$ cat src/rtl/tmr_chan_pkg.sv
package tmr_chan_pkg;
  // field order is the bit layout of the configuration write bus (MSB first)
  typedef struct packed {
    logic narrow;
    logic setval;
    logic level;
    logic periodic;
    logic enable;
  } chan_cfg_t;

  localparam int CFG_W = $bits(chan_cfg_t);
endpackage

$ cat src/rtl/tmr_chan_regs.sv
module tmr_chan_regs
  import tmr_chan_pkg::*;
#(
  parameter  int CNT_W  = 64,
  localparam int HALF_W = CNT_W / 2
) (
  input  logic              clk,
  input  logic              rst_n,
  input  logic              cfg_we,
  input  chan_cfg_t         cfg_wdata,
  input  logic              lo_we,
  input  logic              hi_we,
  input  logic [HALF_W-1:0] wdata,
  input  logic              reload,
  output chan_cfg_t         cfg_q,
  output chan_cfg_t         cfg_nx,
  output logic [CNT_W-1:0]  cmp_q,
  output logic [CNT_W-1:0]  cmp_nx,
  output logic [CNT_W-1:0]  per_q
);
  localparam logic [HALF_W-1:0] TOP_CLR = {1'b0, {(HALF_W-1){1'b1}}};

  logic [CNT_W-1:0]  per_nx;
  logic [CNT_W-1:0]  sum;
  logic              to_cmp;
  logic [HALF_W-1:0] lo_mask;

  assign sum     = cmp_q + per_q;
  assign to_cmp  = !cfg_q.periodic || cfg_q.setval;
  assign lo_mask = cfg_q.narrow ? TOP_CLR : '1;

  always_comb begin
    cfg_nx = cfg_q;
    cmp_nx = cmp_q;
    per_nx = per_q;
    if (reload) begin
      cmp_nx = cfg_q.narrow ? {{HALF_W{1'b0}}, sum[HALF_W-1:0]} : sum;
    end
    if (lo_we) begin
      if (to_cmp)         cmp_nx[HALF_W-1:0] = wdata;
      if (cfg_q.periodic) per_nx[HALF_W-1:0] = wdata & lo_mask;
    end
    if (hi_we && !cfg_q.narrow) begin
      if (to_cmp) cmp_nx[CNT_W-1:HALF_W] = wdata;
      else        per_nx[CNT_W-1:HALF_W] = wdata & TOP_CLR;
    end
    if (lo_we || hi_we) cfg_nx.setval = 1'b0;
    if (cfg_we) begin
      cfg_nx = cfg_wdata;
      if (cfg_wdata.narrow) begin
        cmp_nx[CNT_W-1:HALF_W] = '0;
        per_nx[CNT_W-1:HALF_W] = '0;
      end
    end
  end

  always_ff @(posedge clk) begin
    if (!rst_n) begin
      cfg_q <= '0;
      cmp_q <= '1;
      per_q <= '0;
    end else begin
      cfg_q <= cfg_nx;
      cmp_q <= cmp_nx;
      per_q <= per_nx;
    end
  end

  AST_SETVAL_SELF_CLEAR: assert property (@(posedge clk) disable iff (!rst_n)
    (lo_we || hi_we) && !cfg_we |=> !cfg_q.setval) else $error("setval kept");

  AST_PERIOD_TOP_ZERO: assert property (@(posedge clk) disable iff (!rst_n)
    !per_q[CNT_W-1]) else $error("period top bit set");

  AST_NARROW_UPPER_ZERO: assert property (@(posedge clk) disable iff (!rst_n)
    cfg_q.narrow |-> (cmp_q[CNT_W-1:HALF_W] == '0) && (per_q[CNT_W-1:HALF_W] == '0))
    else $error("narrow upper half nonzero");
endmodule

$ cat src/rtl/tmr_chan_order.sv
module tmr_chan_order #(
  parameter  int CNT_W  = 64,
  localparam int HALF_W = CNT_W / 2
) (
  input  logic [CNT_W-1:0] cmp,
  input  logic [CNT_W-1:0] cnt,
  input  logic             narrow,
  output logic             reached,
  output logic             wrap_first
);
  logic signed [CNT_W-1:0]  d_wide;
  logic signed [HALF_W-1:0] d_half;

  assign d_wide = signed'(cmp - cnt);
  assign d_half = signed'(cmp[HALF_W-1:0] - cnt[HALF_W-1:0]);

  assign reached    = narrow ? (d_half <= 0) : (d_wide <= 0);
  // target is ahead, yet numerically below the count: it lies past the wrap
  assign wrap_first = (cmp[HALF_W-1:0] < cnt[HALF_W-1:0]) && (d_half > 0);
endmodule

$ cat src/rtl/tmr_chan_ctrl.sv
module tmr_chan_ctrl (
  input  logic clk,
  input  logic rst_n,
  input  logic glb_en,
  input  logic cur_en,
  input  logic cur_periodic,
  input  logic nx_en,
  input  logic nx_periodic,
  input  logic nx_narrow,
  input  logic cmp_wr,
  input  logic wr_any,
  input  logic cmp_ones,
  input  logic per_zero,
  input  logic reached,
  input  logic wrap_arm,
  input  logic low_ones,
  output logic reload,
  output logic fire_o,
  output logic drop_o
);
  logic armed_q, catch_q, wrap_q, glb_q;
  logic en_rise, en_fall, glb_rise, glb_fall;
  logic arm, disarm, live, repeat_on;

  assign en_rise   = nx_en && !cur_en;
  assign en_fall   = cur_en && !nx_en;
  assign glb_rise  = glb_en && !glb_q;
  assign glb_fall  = !glb_en && glb_q;
  assign disarm    = en_fall || !glb_en;
  assign arm       = glb_en && nx_en && (en_rise || cmp_wr || (glb_rise && !cmp_ones));
  assign live      = armed_q && cur_en && glb_en && !wr_any && !arm && !disarm;
  assign repeat_on = cur_periodic && !per_zero;
  assign reload    = live && reached && (catch_q || (!wrap_q && repeat_on));

  always_ff @(posedge clk) begin
    if (!rst_n) begin
      armed_q <= 1'b0;
      catch_q <= 1'b0;
      wrap_q  <= 1'b0;
      glb_q   <= 1'b0;
      fire_o  <= 1'b0;
      drop_o  <= 1'b0;
    end else begin
      glb_q  <= glb_en;
      fire_o <= 1'b0;
      drop_o <= en_fall || (glb_fall && cur_en);
      if (disarm) begin
        armed_q <= 1'b0;
        catch_q <= 1'b0;
        wrap_q  <= 1'b0;
      end else if (arm) begin
        armed_q <= 1'b1;
        catch_q <= 1'b0;
        wrap_q  <= nx_narrow && !nx_periodic && wrap_arm;
      end else if (live) begin
        if (catch_q) begin
          if (!reached) catch_q <= 1'b0;
        end else if (wrap_q) begin
          if (low_ones) begin
            fire_o <= 1'b1;
            wrap_q <= 1'b0;
          end
        end else if (reached) begin
          fire_o <= 1'b1;
          if (repeat_on) catch_q <= 1'b1;
          else           armed_q <= 1'b0;
        end
      end
    end
  end

  AST_NO_FIRE_WHEN_OFF: assert property (@(posedge clk) disable iff (!rst_n)
    fire_o |-> $past(glb_en) && $past(cur_en)) else $error("event while disabled");

  AST_NO_FIRE_AFTER_WRITE: assert property (@(posedge clk) disable iff (!rst_n)
    fire_o |-> !$past(wr_any)) else $error("event on write edge");

  AST_CATCHUP_SILENT: assert property (@(posedge clk) disable iff (!rst_n)
    catch_q |=> !fire_o) else $error("event during catch-up");

  AST_WRAP_NEEDS_ARM: assert property (@(posedge clk) disable iff (!rst_n)
    wrap_q |-> armed_q) else $error("wrap pending while disarmed");
endmodule

$ cat src/rtl/tmr_chan.sv
module tmr_chan
  import tmr_chan_pkg::*;
#(
  parameter  int CNT_W  = 64,
  localparam int HALF_W = CNT_W / 2
) (
  input  logic              clk,
  input  logic              rst_n,
  input  logic [CNT_W-1:0]  count_i,
  input  logic              glb_en_i,
  input  logic              cfg_we_i,
  input  logic [CFG_W-1:0]  cfg_wdata_i,
  input  logic              cmp_lo_we_i,
  input  logic              cmp_hi_we_i,
  input  logic [HALF_W-1:0] wdata_i,
  output logic              fire_o,
  output logic              drop_o,
  output logic              level_o
);
  chan_cfg_t        cfg_q, cfg_nx;
  logic [CNT_W-1:0] cmp_q, cmp_nx, per_q;
  logic             reload, reached_cur, wrap_nx;
  logic             unused_wrap_cur, unused_reached_nx;

  tmr_chan_regs #(.CNT_W(CNT_W)) u_regs (
    .clk       (clk),
    .rst_n     (rst_n),
    .cfg_we    (cfg_we_i),
    .cfg_wdata (chan_cfg_t'(cfg_wdata_i)),
    .lo_we     (cmp_lo_we_i),
    .hi_we     (cmp_hi_we_i),
    .wdata     (wdata_i),
    .reload    (reload),
    .cfg_q     (cfg_q),
    .cfg_nx    (cfg_nx),
    .cmp_q     (cmp_q),
    .cmp_nx    (cmp_nx),
    .per_q     (per_q)
  );

  // ordering against the live comparator decides events
  tmr_chan_order #(.CNT_W(CNT_W)) u_ord_cur (
    .cmp        (cmp_q),
    .cnt        (count_i),
    .narrow     (cfg_q.narrow),
    .reached    (reached_cur),
    .wrap_first (unused_wrap_cur)
  );

  // ordering against the value about to be stored decides wrap arming
  tmr_chan_order #(.CNT_W(CNT_W)) u_ord_nx (
    .cmp        (cmp_nx),
    .cnt        (count_i),
    .narrow     (cfg_nx.narrow),
    .reached    (unused_reached_nx),
    .wrap_first (wrap_nx)
  );

  tmr_chan_ctrl u_ctrl (
    .clk          (clk),
    .rst_n        (rst_n),
    .glb_en       (glb_en_i),
    .cur_en       (cfg_q.enable),
    .cur_periodic (cfg_q.periodic),
    .nx_en        (cfg_nx.enable),
    .nx_periodic  (cfg_nx.periodic),
    .nx_narrow    (cfg_nx.narrow),
    .cmp_wr       (cmp_lo_we_i || cmp_hi_we_i),
    .wr_any       (cfg_we_i || cmp_lo_we_i || cmp_hi_we_i),
    .cmp_ones     (&cmp_q),
    .per_zero     (per_q == '0),
    .reached      (reached_cur),
    .wrap_arm     (wrap_nx),
    .low_ones     (&count_i[HALF_W-1:0]),
    .reload       (reload),
    .fire_o       (fire_o),
    .drop_o       (drop_o)
  );

  assign level_o = cfg_q.level;
endmodule

$ cat config.mk
export PLATFORM = sky130hd
export DESIGN_NAME = tmr_chan
export DESIGN_NICKNAME = d
export VERILOG_FILES = /design/src/rtl/tmr_chan_pkg.sv /design/src/rtl/tmr_chan_regs.sv /design/src/rtl/tmr_chan_order.sv /design/src/rtl/tmr_chan_ctrl.sv /design/src/rtl/tmr_chan.sv
export SDC_FILE = /design/constraint.sdc
export NUM_CORES = 1
export LEC_CHECK = 0
export BUFFER_PORTS_ARGS = -buffer_cell sky130_fd_sc_hd__buf_2
export CAP_MARGIN = 20
export CORE_AREA = 4 4 189 191
export CTS_CLUSTER_DIAMETER = 120
export DETAILED_ROUTE_END_ITERATION = 10
export DIE_AREA = 0 0 193 195
export PLACE_DENSITY = 0.67
export SLEW_MARGIN = 40
export SYNTH_ARGS = -nofsm -noshare
export SYNTH_HDL_FRONTEND = slang
export SYNTH_SLANG_ARGS = --single-unit
$ cat constraint.sdc
create_clock -name clk -period 10.3 [get_ports clk]
set_clock_uncertainty 0.05 [all_clocks]
set_input_delay 0 -clock clk [delete_from_list [all_inputs] [get_ports clk]]
set_output_delay 0 -clock clk [all_outputs]
set_load 0.05 [all_outputs]
### Word-level counts from Yosys, hierarchy flattened

Cells that the tools add are included.

| operators by class | value |
|---|---|
| add/sub/neg operators | 4 |
| equal/unequal tests | 3 |
| mux-type cells | 34 |
| bitwise operators | 3 |
| reductions and logical operators | 55 |
| magnitude comparators | 4 |

Operator list:

| cell | number |
|---|---|
| $mux W32 | 11 |
| $mux W64 | 2 |
| $add A64 B64 Y64 | 1 |
| $le A64 B1 Y1 const B | 1 |
| $logic_not A64 Y1 | 1 |
| $reduce_and A64 Y1 | 1 |
| $sub A32 B32 Y32 | 2 |
| $sub A64 B64 Y64 | 1 |
| $and A32 B32 Y32 | 1 |
| $gt A32 B1 Y1 const B | 1 |
| $le A32 B1 Y1 const B | 1 |
| $lt A32 B32 Y1 | 1 |
| $reduce_and A32 Y1 | 1 |
| $logic_and A1 B1 Y1 | 21 |
| $mux W1 | 20 |
| $logic_not A1 Y1 | 13 |
| $logic_or A1 B1 Y1 | 9 |
| $reduce_bool A2 Y1 | 3 |
| $mux W5 | 1 |
| $reduce_and A5 Y1 | 1 |
| $reduce_or A5 Y1 | 1 |
| $ne A2 B2 Y1 const B | 2 |
| $reduce_and A2 Y1 | 2 |
| $reduce_or A3 Y1 | 1 |
| other kinds (3) | 4 |

| storage, ports and cells | value |
|---|---|
| output and inout bits | 3 |
| register bits after elaboration | 139 |
| bits of input ports | 107 |
| logic and storage cells | 117 |

### Depth between registers and ports, before layout

| depth | value |
|---|---|
| word-level depth | 20 |
| gate-level depth with buffers | 33 |

### Modules after synthesis

A second synthesis with hierarchy kept.

| unflattened totals | value |
|---|---|
| cell total of the unflattened synthesis | 2738 |
| area, all modules | 18925.7 sq um |

Modules (own cells, without submodules):

| module | cells each | area an instance (sq um) | times used |
|---|---|---|---|
| tmr_chan_regs | 1293 | 9552.9 | 1 |
| tmr_chan_order | 677 | 4357.9 | 2 |
| tmr_chan | 55 | 346.6 | 1 |
| tmr_chan_ctrl | 36 | 310.3 | 1 |

### Worst setup path after synthesis

OpenSTA, ideal clock, no wires.

| timing path | value |
|---|---|
| path type | register to register |
| from | register u_regs.cmp_q[0] |
| to | register u_ctrl.wrap_q |
| required time | 10.120 ns |
| data arrival time | 7.392 ns |
| path slack | 2.728 ns |
| stages on the path, launching flop included | 32 |
| path buffers | 2 |
| clock period less this slack | 7.572 ns |
| path through | dfxtp_1 > inv_1 > ha_1 > fa_1 > nand2b_1 > a21o_1 > a21boi_0 > a311oi_1 > a2111oi_0 > nand4_1 > or4_1 > or4_4 > nor4_4 > o21bai_1 > buf_2 > buf_2 > mux2i_1 > o21ai_0 > ha_1 > a21o_1 > a21o_1 > a2111o_1 > a31o_2 > a21oi_1 > o21ai_0 > a31oi_1 > o21ai_0 > o22ai_1 > o2111ai_1 > or4_1 > a2111oi_0 > nor3_1 |

| on the way | value |
|---|---|
| cells in the longest elaborated chain, start to end | 18 |
| elaborated cells between the ends (all ways) | 29 |
| classes of those cells | add/sub: 4; order compare: 4; eq/ne: 1; mux: 6; reduce/logical: 14 |

RTL lines:

| item | RTL line | text |
|---|---|---|
| from (decl) | tmr_chan_regs.sv:17 | `output logic [CNT_W-1:0] cmp_q,` |
| from (signal assigned) | tmr_chan_regs.sv:64 | `cmp_q <= cmp_nx;` |
| branches (longest 10 deep; another with $sub A64 B64 Y64) | -- |  |
| $mux W64 * | tmr_chan_regs.sv:36 | `if (reload) begin` |
| $mux W32 | tmr_chan_regs.sv:40 | `if (to_cmp) cmp_nx[HALF_W-1:0] = wdata;` |
| $mux W32 * | tmr_chan_regs.sv:39 | `if (lo_we) begin` |
| via cmp_nx[8] | tmr_chan.sv:21 | `logic [CNT_W-1:0] cmp_q, cmp_nx, per_q;` |
| $sub A32 B32 Y32 | tmr_chan_order.sv:15 | `assign d_half = signed'(cmp[HALF_W-1:0] - cnt[HALF_W-1:0]);` |
| $gt A32 B1 Y1 | tmr_chan_order.sv:19 | `assign wrap_first = (cmp[HALF_W-1:0] < cnt[HALF_W-1:0]) && (d_half > 0);` |
| $logic_and A1 B1 Y1 * | tmr_chan_order.sv:19 |  |
| $logic_and A1 B1 Y1 * | tmr_chan_ctrl.sv:54 | `wrap_q <= nx_narrow && !nx_periodic && wrap_arm;` |
| $mux W1 * | tmr_chan_ctrl.sv:51 | `end else if (arm) begin` |
| to (signal assigned) | tmr_chan_ctrl.sv:54 |  |
| to (decl) | tmr_chan_ctrl.sv:21 | `logic armed_q, catch_q, wrap_q, glb_q;` |

Mark *: on every way through the listed nets, which the timed path passes.
A chain may end at the register's enable or synchronous reset.

### Final worst setup path

| timing path | value |
|---|---|
| from | register u_regs.cmp_q[2] |
| to | register u_ctrl.wrap_q |

Same word-level chain as after synthesis.

==> reports/results.ini <==
[final_layout]
largestRegisters = u_regs.cmp_q x64, u_regs.per_q x64, u_regs.cfg_q x5
syn_to_final_growth_pct = 10.54
diodes = 0
drive_gt1_frac = 0.08762
final_nets = 2743

[synthesis]
yosys.area_share.simple = 0.2791
synth_cell_types = 98
syn_area_sq_um = 16880
yosysSeqAreaShare = 0.1648
syn_avg_cell_area_sq_um = 6.994
syn_nets = 2682
synth_compound_area_frac = 0.3069
syn_inst = 2414
ys_warn_count = 0
async_flop_share = 0
yosys.area_share.adder = 0.1207
synth-seq-cells = 139
ys.flop_type = dfxtp_1
synth-xor-area-share = 0.04721
synthMuxAreaShare = 0.02461
synth-edff-count = 0
synth_top_family_by_area = compound AO/OA/AOI/OAI gates

[sta]
finalCritPeriodShare = 0.8962
clock.fmax_mhz = 108.3
setup_viol = 0
drv_slew = 0
fin_crit_ns = 9.231
hold_viol = 0
tightest_slew_ns = 0.7870
rsz0062_at_grt = false
timing.hold.ws_ns = 0.04602
slew_headroom = 0.4698
finalSetupTns_ns = 0

[worst_setup_path]
slowest_delay_ns = 0.66
crit_type = reg2reg
crit_arrival_ns = 9.51
cp-start-kind = flop
crit_path_start = u_regs.cmp_q[2]
reg2reg_from = u_regs.cmp_q[2]
path_max_fanout = 20
cpMaxStageDelayCell = or4_1
cpMostUsedCell = nor2_1
worstSetupEndpointType = flop
required_ns = 10.58

[routing]
drtIter0Drc = 2492
route.vias.total = 19670
first_pass_iters = 6
drc = 0
vias_per_cell = 6.684
routed-wl-met2_microns = 28740
wl_met1_microns = 27220
avgRoutedWirePerCell_microns = 22.69
wirelength_microns = 66780
wl_met3_microns = 7949
drtAntennaViolNets = 0
top_layer = met4

[die]
rows = 68
coreArea_sq_um = 34120
design.die.area_sq_um = 37640
io_pins = 110
fp.dieH_microns = 195
initial_core_util = 0.4948
die_width_microns = 193

[worst_hold_path]
min-delay-start = cfg_we_i
hold_path_class = in2reg

[pwr]
powerDensity_nw_per_um2 = 129.7
power_leakage_uw = 0.008020
peakVddDrop_mv = 0.1151
p_total_uw = 2420

[clock_tree]
clk_latency_ns = 0.45
cts_setup_buffers = 0
postCtsHoldBufs = 42
clk_transition_reported_paths_ns = 0.08
cts_sinks = 139
cts_buffers = 17
htreeDepth = 4
cts_tree = built
cts_resized = 0
cts-root-buf = clkbuf_16
cts_buffer_depth = 2

[place]
gp_congestion = 1.077
dp.final_hpwl_microns = 53170
numPortBuffers = 109

[global_routing]
grt_max_degree = 61
antenna_found_initial = 0
overflow = 0
grt_pass1_vias = 17530
grt_first_pass_wirelength_microns = 101100
grt_use_total = 0.3382

[status]
status = finished, final reports clean

[flow_run]
maxCapViolations = 0

[worst paths after layout]
check                           slack, ns  cells past startpoint               to
worst max-delay path                 1.07                     29    u_ctrl.wrap_q
worst min-delay path                 0.05                      3  u_regs.cfg_q[4]
worst max register to register       1.07                     29    u_ctrl.wrap_q
worst min register to register       0.42                      2   u_ctrl.armed_q
[cell families after synthesis]
kind of cell,Yosys count
flip-flops,139
adder cells (fa/ha/maj),161
AO/OA/AOI/OAI,790
AND/OR/NAND/NOR,952
XOR/XNOR,91
multiplexers,41
buffers and inverters,240
[metal layers]
| layer | vias up | global-route usage |
|---|---|---|
| li1 | 9135 | - |
| met1 | 9175 | 0.4726 |
| met2 | 1194 | 0.5131 |
| met3 | 166 | 0.06918 |
| met4 | 0 | 0.1269 |
| met5 | - | 0 |
[worst max-delay path: cells and delay by family (launching register included)]
family	cells	cell delay, ns
multiplexers	1	0.16
AND/OR/NAND/NOR	11	3.35
AO/OA/AOI/OAI	13	4.03
XOR/XNOR	1	0.08
buffers and inverters	1	0.33
flip-flops	1	0.42
adder cells (fa/ha/maj)	2	0.65
[through the flow]
stage / cells / cell area [sq um] / setup slack [ns] / util
after CTS: 2943 / 18660 / 1.286 / 0.5470
after global placement: 2869 / 17620 / 1.431 / 0.5165
final: 2943 / 18660 / 1.069 / 0.5470
after global routing: 2943 / 18660 / 0.6394 / 0.5470
after floorplan: 2414 / 16880 / 2.728 / -
after detailed placement: 2869 / 17620 / 1.324 / 0.5165
[Yosys cell counts, types with 9 or more instances]
| library cell | instances | area, sq um |
|---|---|---|
| o21ai_1 | 14 | 70.07 |
| mux2i_1 | 37 | 370.4 |
| a41oi_1 | 9 | 78.83 |
| nand3_1 | 81 | 405.4 |
| nand3b_1 | 29 | 217.7 |
| nor2b_1 | 24 | 150.1 |
| o221ai_1 | 10 | 87.58 |
| and2_1 | 11 | 68.82 |
| nor2_1 | 149 | 559.3 |
| clkbuf_1 | 86 | 322.8 |
| nand2b_1 | 21 | 131.4 |
| dfxtp_1 | 139 | 2783 |
| inv_1 | 115 | 431.7 |
| ha_1 | 158 | 1977 |
| a2111oi_0 | 9 | 78.83 |
| o211ai_1 | 42 | 315.3 |
| and3_1 | 22 | 137.6 |
| a31oi_1 | 26 | 162.7 |
| xor2_1 | 32 | 280.3 |
| nand2_1 | 356 | 1336 |
| buf_1 | 10 | 37.54 |
| nand4_1 | 94 | 588.1 |
| o21a_1 | 27 | 202.7 |
| o2111ai_1 | 10 | 87.58 |
| o31ai_1 | 12 | 90.09 |
| a21o_1 | 67 | 503.0 |
| xnor2_1 | 59 | 516.8 |
| o21ai_0 | 132 | 660.6 |
| buf_2 | 24 | 120.1 |
| o21bai_1 | 23 | 172.7 |
| nor4_1 | 37 | 231.5 |
| a211o_1 | 14 | 122.6 |
| nor3_1 | 45 | 225.2 |
| or3_1 | 25 | 156.4 |
| a211oi_1 | 21 | 157.7 |
| or4_1 | 10 | 75.07 |
| a21boi_0 | 13 | 97.59 |
| a21oi_1 | 252 | 1261 |
[cells in the final DEF (no fill, tap or decap), types with 21 or more instances in the layout]
master,instances
o21ai_0,132
dfxtp_1,139
o211ai_1,42
and3_1,22
dlygate4sd3_1,42
nand3b_1,29
a21oi_1,250
ha_1,158
nor2b_1,23
nand4_1,94
nor2_1,149
nand2_1,356
a31oi_1,26
buf_2,109
nor3_1,45
o21a_1,27
nand2b_1,21
a21o_1,67
a211oi_1,21
inv_1,115
or3_1,25
nor4_1,37
mux2i_1,37
xor2_1,32
o21bai_1,22
nand3_1,81
xnor2_1,59
[layout make-up]
cell class,count,area [sq um]
Fill cell,3283,15460
Multi-Input combinational cell,2035,13170
Sequential cell,139,2783
Timing Repair Buffer,167,1086
Tap cell,455,569.3
Inverter,115,431.7
Clock buffer,17,425.4
Clock inverter,15,193.9
[where the power goes]
part	switching, uW	internal, uW	total (uW)	leakage (uW)
clock	292	373	665	0.000308
combinational	713	416	1130	0.00657
sequential	59.0	567	626	0.00114
Note: power is estimated with default switching activity, not from simulation.
